--- config.mk ---
export PLATFORM = sky130hd
export DESIGN_NAME = shared_dir_fifo
export DESIGN_NICKNAME = d
export VERILOG_FILES = /design/src/rtl/sdf_pkg.sv /design/src/rtl/sdf_ptr_ctrl.sv /design/src/rtl/sdf_store.sv /design/src/rtl/sdf_level_flags.sv /design/src/rtl/shared_dir_fifo.sv
export SDC_FILE = /design/constraint.sdc
export NUM_CORES = 1
export LEC_CHECK = 0
export BUFFER_PORTS_ARGS = -buffer_cell sky130_fd_sc_hd__buf_4
export CAP_MARGIN = 20
export CORE_MARGIN = 5
export CORE_UTILIZATION = 60
export CTS_BUF_LIST = sky130_fd_sc_hd__clkbuf_4 sky130_fd_sc_hd__clkbuf_8
export DETAILED_ROUTE_END_ITERATION = 10
export PLACE_DENSITY = 0.79
export SLEW_MARGIN = 30
export SYNTH_ARGS = -nofsm -noshare
export SYNTH_HDL_FRONTEND = slang
export SYNTH_SLANG_ARGS = --single-unit
export TNS_END_PERCENT = 20
--- constraint.sdc ---
create_clock -name clk -period 3.4 [get_ports clk]
set_input_delay 0.68 -clock clk [delete_from_list [all_inputs] [get_ports clk]]
set_output_delay 0.68 -clock clk [all_outputs]
set_load 0.01 [all_outputs]
--- src/rtl/sdf_pkg.sv ---
package sdf_pkg;

   typedef enum logic [1:0] {
      SDF_OFF  = 2'b00,
      SDF_TX   = 2'b01,
      SDF_RX   = 2'b10,
      SDF_BOTH = 2'b11
   } sdf_mode_e;

   // Capacity of one direction (0 = transmit, 1 = receive) in a mode.
   function automatic int unsigned sdf_cap(sdf_mode_e m, int unsigned dir, int unsigned depth);
      if (m == SDF_BOTH) return depth / 2;
      if (dir == 0) return (m == SDF_TX) ? depth : 0;
      return (m == SDF_RX) ? depth : 0;
   endfunction

   // First address of a direction's region in a mode.
   function automatic int unsigned sdf_base(sdf_mode_e m, int unsigned dir, int unsigned depth);
      if (m == SDF_BOTH && dir == 1) return depth / 2;
      return 0;
   endfunction

endpackage

--- src/rtl/sdf_ptr_ctrl.sv ---
module sdf_ptr_ctrl #(
   parameter int AW = 6
) (
   input  logic          clk,
   input  logic          rst_n,
   input  logic          clear,
   input  logic [AW-1:0] base,
   input  logic [AW:0]   cap,
   input  logic          wr_req,
   input  logic          rd_req,
   output logic          wr_fire,
   output logic          rd_fire,
   output logic [AW-1:0] wr_addr,
   output logic [AW-1:0] rd_addr,
   output logic [AW:0]   count
);
   localparam int CW = AW + 1;

   logic [AW-1:0] wr_off, rd_off;
   logic [AW:0]   last;

   assign last    = cap - CW'(1);
   assign wr_fire = wr_req && (count != cap) && !clear;
   assign rd_fire = rd_req && (count != '0) && !clear;
   assign wr_addr = base + wr_off;
   assign rd_addr = base + rd_off;

   always_ff @(posedge clk or negedge rst_n) begin
      if (!rst_n) begin
         wr_off <= '0;
         rd_off <= '0;
         count  <= '0;
      end else if (clear) begin
         wr_off <= '0;
         rd_off <= '0;
         count  <= '0;
      end else begin
         if (wr_fire)
            wr_off <= ({1'b0, wr_off} == last) ? '0 : wr_off + 1'b1;
         if (rd_fire)
            rd_off <= ({1'b0, rd_off} == last) ? '0 : rd_off + 1'b1;
         case ({wr_fire, rd_fire})
            2'b10:   count <= count + 1'b1;
            2'b01:   count <= count - 1'b1;
            default: count <= count;
         endcase
      end
   end
endmodule

--- src/rtl/sdf_store.sv ---
module sdf_store #(
   parameter int DW    = 8,
   parameter int DEPTH = 64,
   parameter int AW    = 6
) (
   input  logic          clk,
   input  logic          we_a,
   input  logic [AW-1:0] wa_a,
   input  logic [DW-1:0] wd_a,
   input  logic          we_b,
   input  logic [AW-1:0] wa_b,
   input  logic [DW-1:0] wd_b,
   input  logic [AW-1:0] ra_a,
   input  logic [AW-1:0] ra_b,
   output logic [DW-1:0] rd_a,
   output logic [DW-1:0] rd_b
);
   logic [DW-1:0] mem [DEPTH];

   // Regions never overlap while both ports are live, so the two writes are disjoint.
   always_ff @(posedge clk) begin
      if (we_a) mem[wa_a] <= wd_a;
      if (we_b) mem[wa_b] <= wd_b;
   end

   assign rd_a = mem[ra_a];
   assign rd_b = mem[ra_b];
endmodule

--- src/rtl/sdf_level_flags.sv ---
module sdf_level_flags #(
   parameter int AW = 6
) (
   input  logic [AW:0] count,
   input  logic [AW:0] cap,
   input  logic [AW:0] ae_lvl,
   input  logic [AW:0] af_lvl,
   output logic        empty,
   output logic        full,
   output logic        almost_empty,
   output logic        almost_full
);
   logic active;

   assign active       = (cap != '0);
   assign empty        = (count == '0);
   assign full         = (count == cap);
   assign almost_empty = active && (count <= ae_lvl);
   assign almost_full  = active && (count >= af_lvl);
endmodule

--- src/rtl/shared_dir_fifo.sv ---
module shared_dir_fifo
   import sdf_pkg::*;
#(
   parameter int DW    = 8,
   parameter int DEPTH = 64,
   localparam int AW   = $clog2(DEPTH),
   localparam int CW   = AW + 1
) (
   input  logic          clk,
   input  logic          rst_n,
   input  logic          tx_buf_en,
   input  logic          rx_buf_en,
   input  logic [AW:0]   ae_level,
   input  logic [AW:0]   af_level,
   input  logic          tx_wr_en,
   input  logic [DW-1:0] tx_wr_data,
   input  logic          tx_rd_en,
   output logic [DW-1:0] tx_rd_data,
   input  logic          rx_wr_en,
   input  logic [DW-1:0] rx_wr_data,
   input  logic          rx_rd_en,
   output logic [DW-1:0] rx_rd_data,
   output logic          tx_empty,
   output logic          tx_full,
   output logic          tx_almost_empty,
   output logic          tx_almost_full,
   output logic          rx_empty,
   output logic          rx_full,
   output logic          rx_almost_empty,
   output logic          rx_almost_full
);
   localparam int NDIR = 2;

   if (DEPTH < 4 || (1 << AW) != DEPTH) begin : g_bad_depth
      $error("shared_dir_fifo: DEPTH must be a power of two of at least 4");
   end
   if (DW < 1) begin : g_bad_width
      $error("shared_dir_fifo: DW must be positive");
   end

   sdf_mode_e mode_in, mode_q;
   logic      mode_chg;

   assign mode_in  = sdf_mode_e'({rx_buf_en, tx_buf_en});
   assign mode_chg = (mode_in != mode_q);

   always_ff @(posedge clk or negedge rst_n) begin
      if (!rst_n) mode_q <= SDF_OFF;
      else        mode_q <= mode_in;
   end

   logic          wr_req  [NDIR];
   logic          rd_req  [NDIR];
   logic          wr_fire [NDIR];
   logic          rd_fire [NDIR];
   logic [AW-1:0] wr_addr [NDIR];
   logic [AW-1:0] rd_addr [NDIR];
   logic [AW:0]   count   [NDIR];
   logic [AW:0]   cap     [NDIR];
   logic [AW-1:0] base    [NDIR];
   logic          f_empty [NDIR];
   logic          f_full  [NDIR];
   logic          f_ae    [NDIR];
   logic          f_af    [NDIR];

   assign wr_req[0] = tx_wr_en;
   assign rd_req[0] = tx_rd_en;
   assign wr_req[1] = rx_wr_en;
   assign rd_req[1] = rx_rd_en;

   for (genvar d = 0; d < NDIR; d++) begin : g_dir
      assign cap[d]  = CW'(sdf_cap(mode_q, d, DEPTH));
      assign base[d] = AW'(sdf_base(mode_q, d, DEPTH));

      sdf_ptr_ctrl #(.AW(AW)) u_ptr (
         .clk     (clk),
         .rst_n   (rst_n),
         .clear   (mode_chg),
         .base    (base[d]),
         .cap     (cap[d]),
         .wr_req  (wr_req[d]),
         .rd_req  (rd_req[d]),
         .wr_fire (wr_fire[d]),
         .rd_fire (rd_fire[d]),
         .wr_addr (wr_addr[d]),
         .rd_addr (rd_addr[d]),
         .count   (count[d])
      );

      sdf_level_flags #(.AW(AW)) u_flags (
         .count        (count[d]),
         .cap          (cap[d]),
         .ae_lvl       (ae_level),
         .af_lvl       (af_level),
         .empty        (f_empty[d]),
         .full         (f_full[d]),
         .almost_empty (f_ae[d]),
         .almost_full  (f_af[d])
      );
   end

   sdf_store #(.DW(DW), .DEPTH(DEPTH), .AW(AW)) u_store (
      .clk  (clk),
      .we_a (wr_fire[0]),
      .wa_a (wr_addr[0]),
      .wd_a (tx_wr_data),
      .we_b (wr_fire[1]),
      .wa_b (wr_addr[1]),
      .wd_b (rx_wr_data),
      .ra_a (rd_addr[0]),
      .ra_b (rd_addr[1]),
      .rd_a (tx_rd_data),
      .rd_b (rx_rd_data)
   );

   assign tx_empty        = f_empty[0];
   assign tx_full         = f_full[0];
   assign tx_almost_empty = f_ae[0];
   assign tx_almost_full  = f_af[0];
   assign rx_empty        = f_empty[1];
   assign rx_full         = f_full[1];
   assign rx_almost_empty = f_ae[1];
   assign rx_almost_full  = f_af[1];
endmodule

### Word level (Yosys, flattened, before mapping)

Memory sizes are Yosys's and may differ from the RTL's.
Cells that the tools add are included.

| word-level totals | value |
|---|---|
| memories | 1 |
| bits in writable memories | 512 |
| output and inout port bits | 24 |
| input port bits | 38 |
| logic and storage cells | 94 |
| register bits | 40 |

Memories:

| memory | words | width | rd ports | clocked after memory_dff | write ports | line | text |
|---|---|---|---|---|---|---|---|
| u_store.mem | 64 | 8 | 2 | 0 | 2 | sdf_store.sv:18 | `logic [DW-1:0] mem [DEPTH];` |

| cells by class | value |
|---|---|
| reduce and logical (&&, ||, !) cells | 25 |
| add/subtract/negate cells | 12 |
| mux-type cells | 29 |
| eq/ne operators | 16 |
| order comparisons | 4 |

Operators by type and width:

| operator | count |
|---|---|
| $mux W6 | 14 |
| $mux W7 | 7 |
| $eq A6 B7 Y1 | 4 |
| $pmux W7 S2 | 2 |
| $reduce_bool A7 Y1 | 4 |
| $sub A7 B1 Y7 const B | 4 |
| $add A6 B1 Y6 const B | 4 |
| $add A7 B1 Y7 const B | 2 |
| $eq A7 B7 Y1 | 2 |
| $ge A7 B7 Y1 | 2 |
| $le A7 B7 Y1 | 2 |
| $logic_not A7 Y1 | 2 |
| $ne A7 B7 Y1 | 2 |
| $add A6 B6 Y6 | 2 |
| $logic_and A1 B1 Y1 | 12 |
| $eq A2 B2 Y1 const B | 4 |
| $reduce_bool A2 Y1 | 4 |
| $eq A2 B1 Y1 const B | 3 |
| $mux W1 | 6 |
| $reduce_bool A3 Y1 | 2 |
| $ne A2 B2 Y1 | 1 |
| $logic_not A1 Y1 | 1 |

### Depth between registers and ports, before layout

| depth | value |
|---|---|
| depth in word-level cells | 11 |
| depth in mapped cells | 15 |
| depth with buffers taken out | 13 |

### Cells and area by module

From an unflattened synthesis, not the netlist that was laid out.

| unflattened totals | value |
|---|---|
| cell total of the unflattened synthesis | 2,530 |
| area total of the unflattened synthesis | 35,968.2 µm² |

By module, submodules not included:

| module | cells an instance | seq. area each (µm²) | area an instance (µm²) | times used |
|---|---|---|---|---|
| sdf_store | 1,939 | 15,374.7 | 30,882.1 | 1 |
| sdf_ptr_ctrl at g_dir[0].u_ptr | 238 | 475.5 | 2,043.2 | 1 |
| sdf_ptr_ctrl at g_dir[1].u_ptr | 224 | 475.5 | 2,006.9 | 1 |
| sdf_level_flags | 60 | 0.0 | 467.9 | 2 |
| shared_dir_fifo | 9 | 50.0 | 100.1 | 1 |

### Worst setup path before layout

Ideal clock, no wire load.

| path | value |
|---|---|
| kind | reg2reg |
| start | register g_dir[0].u_ptr.count[0] |
| end | register g_dir[0].u_ptr.count[6] |
| required time | 3.268 ns |
| cell stages (with the launch flop) | 13 |
| data arrival time | 3.216 ns |
| setup time | 0.132 ns |
| setup slack | 0.052 ns |
| clock period less this slack | 3.348 ns |
| cells stage by stage | dfrtp_1 or4_1 nor4_1 nand2b_1 nor2_1 ha_1 fa_1 a21o_1 a21oi_1 o2111ai_1 o311ai_0 xnor2_1 nor2_1 |

| between the ends | value |
|---|---|
| longest elaborated chain between the ends | 6 |
| elaborated cells on any way between the ends | 13 |

RTL lines:

| what | line | text |
|---|---|---|
| start: declaration | sdf_ptr_ctrl.sv:15 | `output logic [AW:0] count` |
| start signal: assignment | sdf_ptr_ctrl.sv:43 | `2'b10: count <= count + 1'b1;` |
| start signal: assignment | sdf_ptr_ctrl.sv:44 | `2'b01: count <= count - 1'b1;` |
| start signal: assignment | sdf_ptr_ctrl.sv:45 | `default: count <= count;` |
| parallel branches: the longest is 6 deep, another holds $sub A7 B1 Y7 | -- |  |

Several ways; the timed one is not identified.
A chain may end at the register's enable or synchronous reset.

### Final worst setup path

| path | value |
|---|---|
| start | register g_dir[1].u_ptr.rd_off[1] |
| end | output rx_rd_data[7] |

| between the ends | value |
|---|---|
| longest elaborated chain between the ends | 2 |

RTL lines:

| what | line | text |
|---|---|---|
| start: declaration | sdf_ptr_ctrl.sv:19 | `logic [AW-1:0] wr_off, rd_off;` |
| start signal: assignment | sdf_ptr_ctrl.sv:41 | `rd_off <= ({1'b0, rd_off} == last) ? '0 : rd_off + 1'b1;` |
| $add A6 B6 Y6 | sdf_ptr_ctrl.sv:26 | `assign rd_addr = base + rd_off;` |
| $mem_v2 Z64 W8 | -- |  |
| end: declaration | shared_dir_fifo.sv:22 | `output logic [DW-1:0] rx_rd_data,` |

No other way between the ends.

==> metrics.yaml <==
run_status:
  status: "finished with violations"
  violations: "setup timing"
global_route:
  track_usage_pct: 34.2
  grt_pass1_vias: 24133
  grt_first_pass_wirelength_mm: 160
  grt_overflow: 0
  grt_start_max_net_pins: 65
  antenna_found_initial: 4
worst_setup_path:
  critPathTopFamily: "multiplexers"
  crit_path_top_delay_cell: "dfrtp_4"
  max_stage_delay_ps: 550
  cp.arrival_ps: 3360
  worstSetupPathType: "register to output port"
  required_ps: 2720
  critPathBufInv: 2
  start_kind: "register"
  cpMostUsedCell: "mux4_2"
  crit_fanout: 22
  path_cells: "buf_4 > mux4_2 > mux4_2 > o211ai_1 > nand2_1 > buf_6"
  end_kind: "output port"
timing:
  finalSetupViolations: 16
  worstMarginPinSlew_ps: 950
  hold_violations: 0
  holdWs_ps: 107
  min_period_ps: 4040
  setup_slack_ps: -637
  rsz0062_at_grt: "yes"
  finalCritPeriodShare_pct: 119
  final-max-slew-violation-count: 0
  slew_headroom_pct: 36.7
  fmax_mhz: 248
  clock_skew_ps: 53.0
finish:
  layout_commonest_cell: "edfxtp_1"
  final_layout_size_suffix_gt1_share_pct: 48.5
  final_cell_mix: "edfxtp_1, mux2_2, mux4_2, buf_4, mux2i_1"
  nNetsFinal: 2603
  fin_cells: 3359
  syn2layout_area_growth_pct: 13.8
  final_area_mm2: 0.0393
  fin_util_pct: 68.5
clock_network:
  cts.path.max_buffers: 3
  clkTransAtPathRegs_ps: 70
  numCtsBuffers: 93
  clk-insertion-delay-late_ps: 720
  numClockSinks: 552
  tritoncts: "done"
  h-tree-depth: 3
  cts_root_buffer: "clkbuf_8"
pwr:
  p_leak_nw: 12.9
  power_density_mw_per_mm2: 384
  peakVddDrop_mv: 0.427
yosys:
  ys_warn_count: 0
  synth_area_mm2: 0.0345
  synth_top_area_cell: "edfxtp_1"
  synth_edf_count: 512
  ys_ff_latch: 552
  syn-num-nets: 2489
  synthArstFlopShare_pct: 7.25
  synth_top_area_share_pct: 44.6
  yosys-top-cells-area: "edfxtp_1, mux2_2, mux4_2"
  syn_avg_cell_area_um2: 14.4
  yosysSeqAreaShare_pct: 47.5
  yosysUniqueCellTypes: 66
  synthCells: 2404
  ys.flop_type: "edfxtp_1"
route:
  drt_pass1_iterations: 6
  viasPerCell: 7.31
  ant_nets: 0
  vias: 24569
  drcViolationCount: 0
  drtIter0Drc: 3697
  wl_per_cell_um: 32.6
  wl_mm: 109
placement:
  dp_cells: 3155
  hpwl_mm: 71.8
  place_congestion: 0.990
  port_buffers: 61
  postPlaceCellArea_mm2: 0.0365
floorplanning:
  core_area_mm2: 0.0574
  fp.dieArea_mm2: 0.0624
  die_x_um: 250
  die_h_um: 250
  rows: 88
  start_util_pct: 60.2
  ioPinCount: 62
hold_path:
  hold_path_class: "primary input to register"
job:
  drv_cap: 0
[logic make-up (layout without fill, tap and decap cells)]
logic type	count (synthesis)	count (layout)	synth area share, %
AOI/OAI and AO/OA	305	305	5.56
xor gates and xnor gates	24	24	0.609
adders and majority gates	47	47	1.75
buffers and inverters	273	461	3.30
DFF	552	552	47.5
muxes	879	879	35.5
other	0	2	0
and+or+nand+nor	324	324	5.86
[final timing paths]
check                                         startpoint                  endpoint  slack, ps  cells past startpoint
worst min register to register   g_dir[1].u_ptr.count[4]   g_dir[1].u_ptr.count[4]        610                      2
worst min-delay path                           tx_buf_en                 mode_q[0]        110                      1
min in group asynchronous                          rst_n                 mode_q[1]        510                      2
worst max-delay path            g_dir[1].u_ptr.rd_off[1]             rx_rd_data[7]       -640                      6
worst max register to register   g_dir[0].u_ptr.count[0]   g_dir[0].u_ptr.count[6]        160                     12
max in group asynchronous                          rst_n  g_dir[0].u_ptr.rd_off[1]       2430                      2
[worst register-to-register path, stage by stage, from the launching register on]
cell      delay [ps]
dfrtp_1          370
or4_1            570
nor4_1           270
nand2b_1         190
nor2_1            50
ha_1             230
buf_4            180
ha_1             300
a21oi_1          120
o21a_1           200
o311ai_0         410
xnor2_1          170
nor2_1            60
[routing by layer]
metal	routed length, µm	vias to the layer above	GRT usage, %
li1	-	9845	-
met4	5680	4	14.4
met2	50600	1923	53.2
met1	39200	12420	45.4
met5	63	-	0
met3	14000	377	10.3
[Yosys cell counts (3+ instances only)]
cell      number
a31oi_1       12
xnor2_1       10
or3_1         11
inv_1         22
and3_1         8
or3b_2         6
nor3b_1        4
or2_2          4
nand2b_1      12
mux2_2       480
nor2_8        10
nor2_1        46
buf_6          9
buf_2         30
edfxtp_1     512
nor2b_1       15
nor2_2         6
nand2_2        9
nand3b_1       9
mux2i_1      142
buf_1         44
xor2_1        14
nand4_1        5
nor4_1         3
a22oi_1       70
and2_1         7
a21oi_1       74
nand3_1       53
clkbuf_1     163
mux2_1        33
o22ai_1       48
nor2_4        32
o221ai_1       8
dfrtp_1       40
or4_1          3
ha_1          45
nand2_1       68
a21o_1         8
o21ai_0       61
mux4_2       224
nor3_1         8
[where the power goes]
part           internal, W  total (W)  switching (W)
clock              0.00345    0.00625        0.00280
sequential         0.00744    0.00746      0.0000266
combinational     0.000617    0.00137       0.000755
total               0.0115     0.0151        0.00359
[sequential cells by signal, summed over array words and instances (netlist names)]
| signal | cells |
|---|---|
| u_store.mem | 512 |
| g_dir.u_ptr.count | 14 |
| g_dir.u_ptr.rd_off | 12 |
| g_dir.u_ptr.wr_off | 12 |
| mode_q | 2 |
[stage by stage]
stage               setup WS (ps)  setup TNS (ps)  total power [W]
global route                 -656           -8620           0.0155
detailed placement           -178            -457          0.00884
floorplan                    52.4               0          0.00840
CTS                          -608           -7710           0.0150
global placement             -168            -554          0.00880
finish                       -637           -7950           0.0151
[cell type report]
cell class / count / area (µm²)
clock buffer: 138 / 1670
inverter: 24 / 90.1
sequential: 552 / 16400
antenna: 2 / 5.00
timing repair buffer: 268 / 2610
multi-input combinational: 1579 / 17300
fill: 3794 / 18100
clock inverter: 31 / 245
tap: 765 / 957
[timing repair]
action / 4_1_cts / 5_1_grt
gates cloned: 5 / 0
endpoints found under the hold margin: 40 / 0
hold buffers: 1 / 0
setup endpoints to repair: 16 / 19
gates resized for setup: 62 / 42
pin swaps: 10 / 14
setup buffers: 18 / 12
Power figures use the tool's default switching activity.
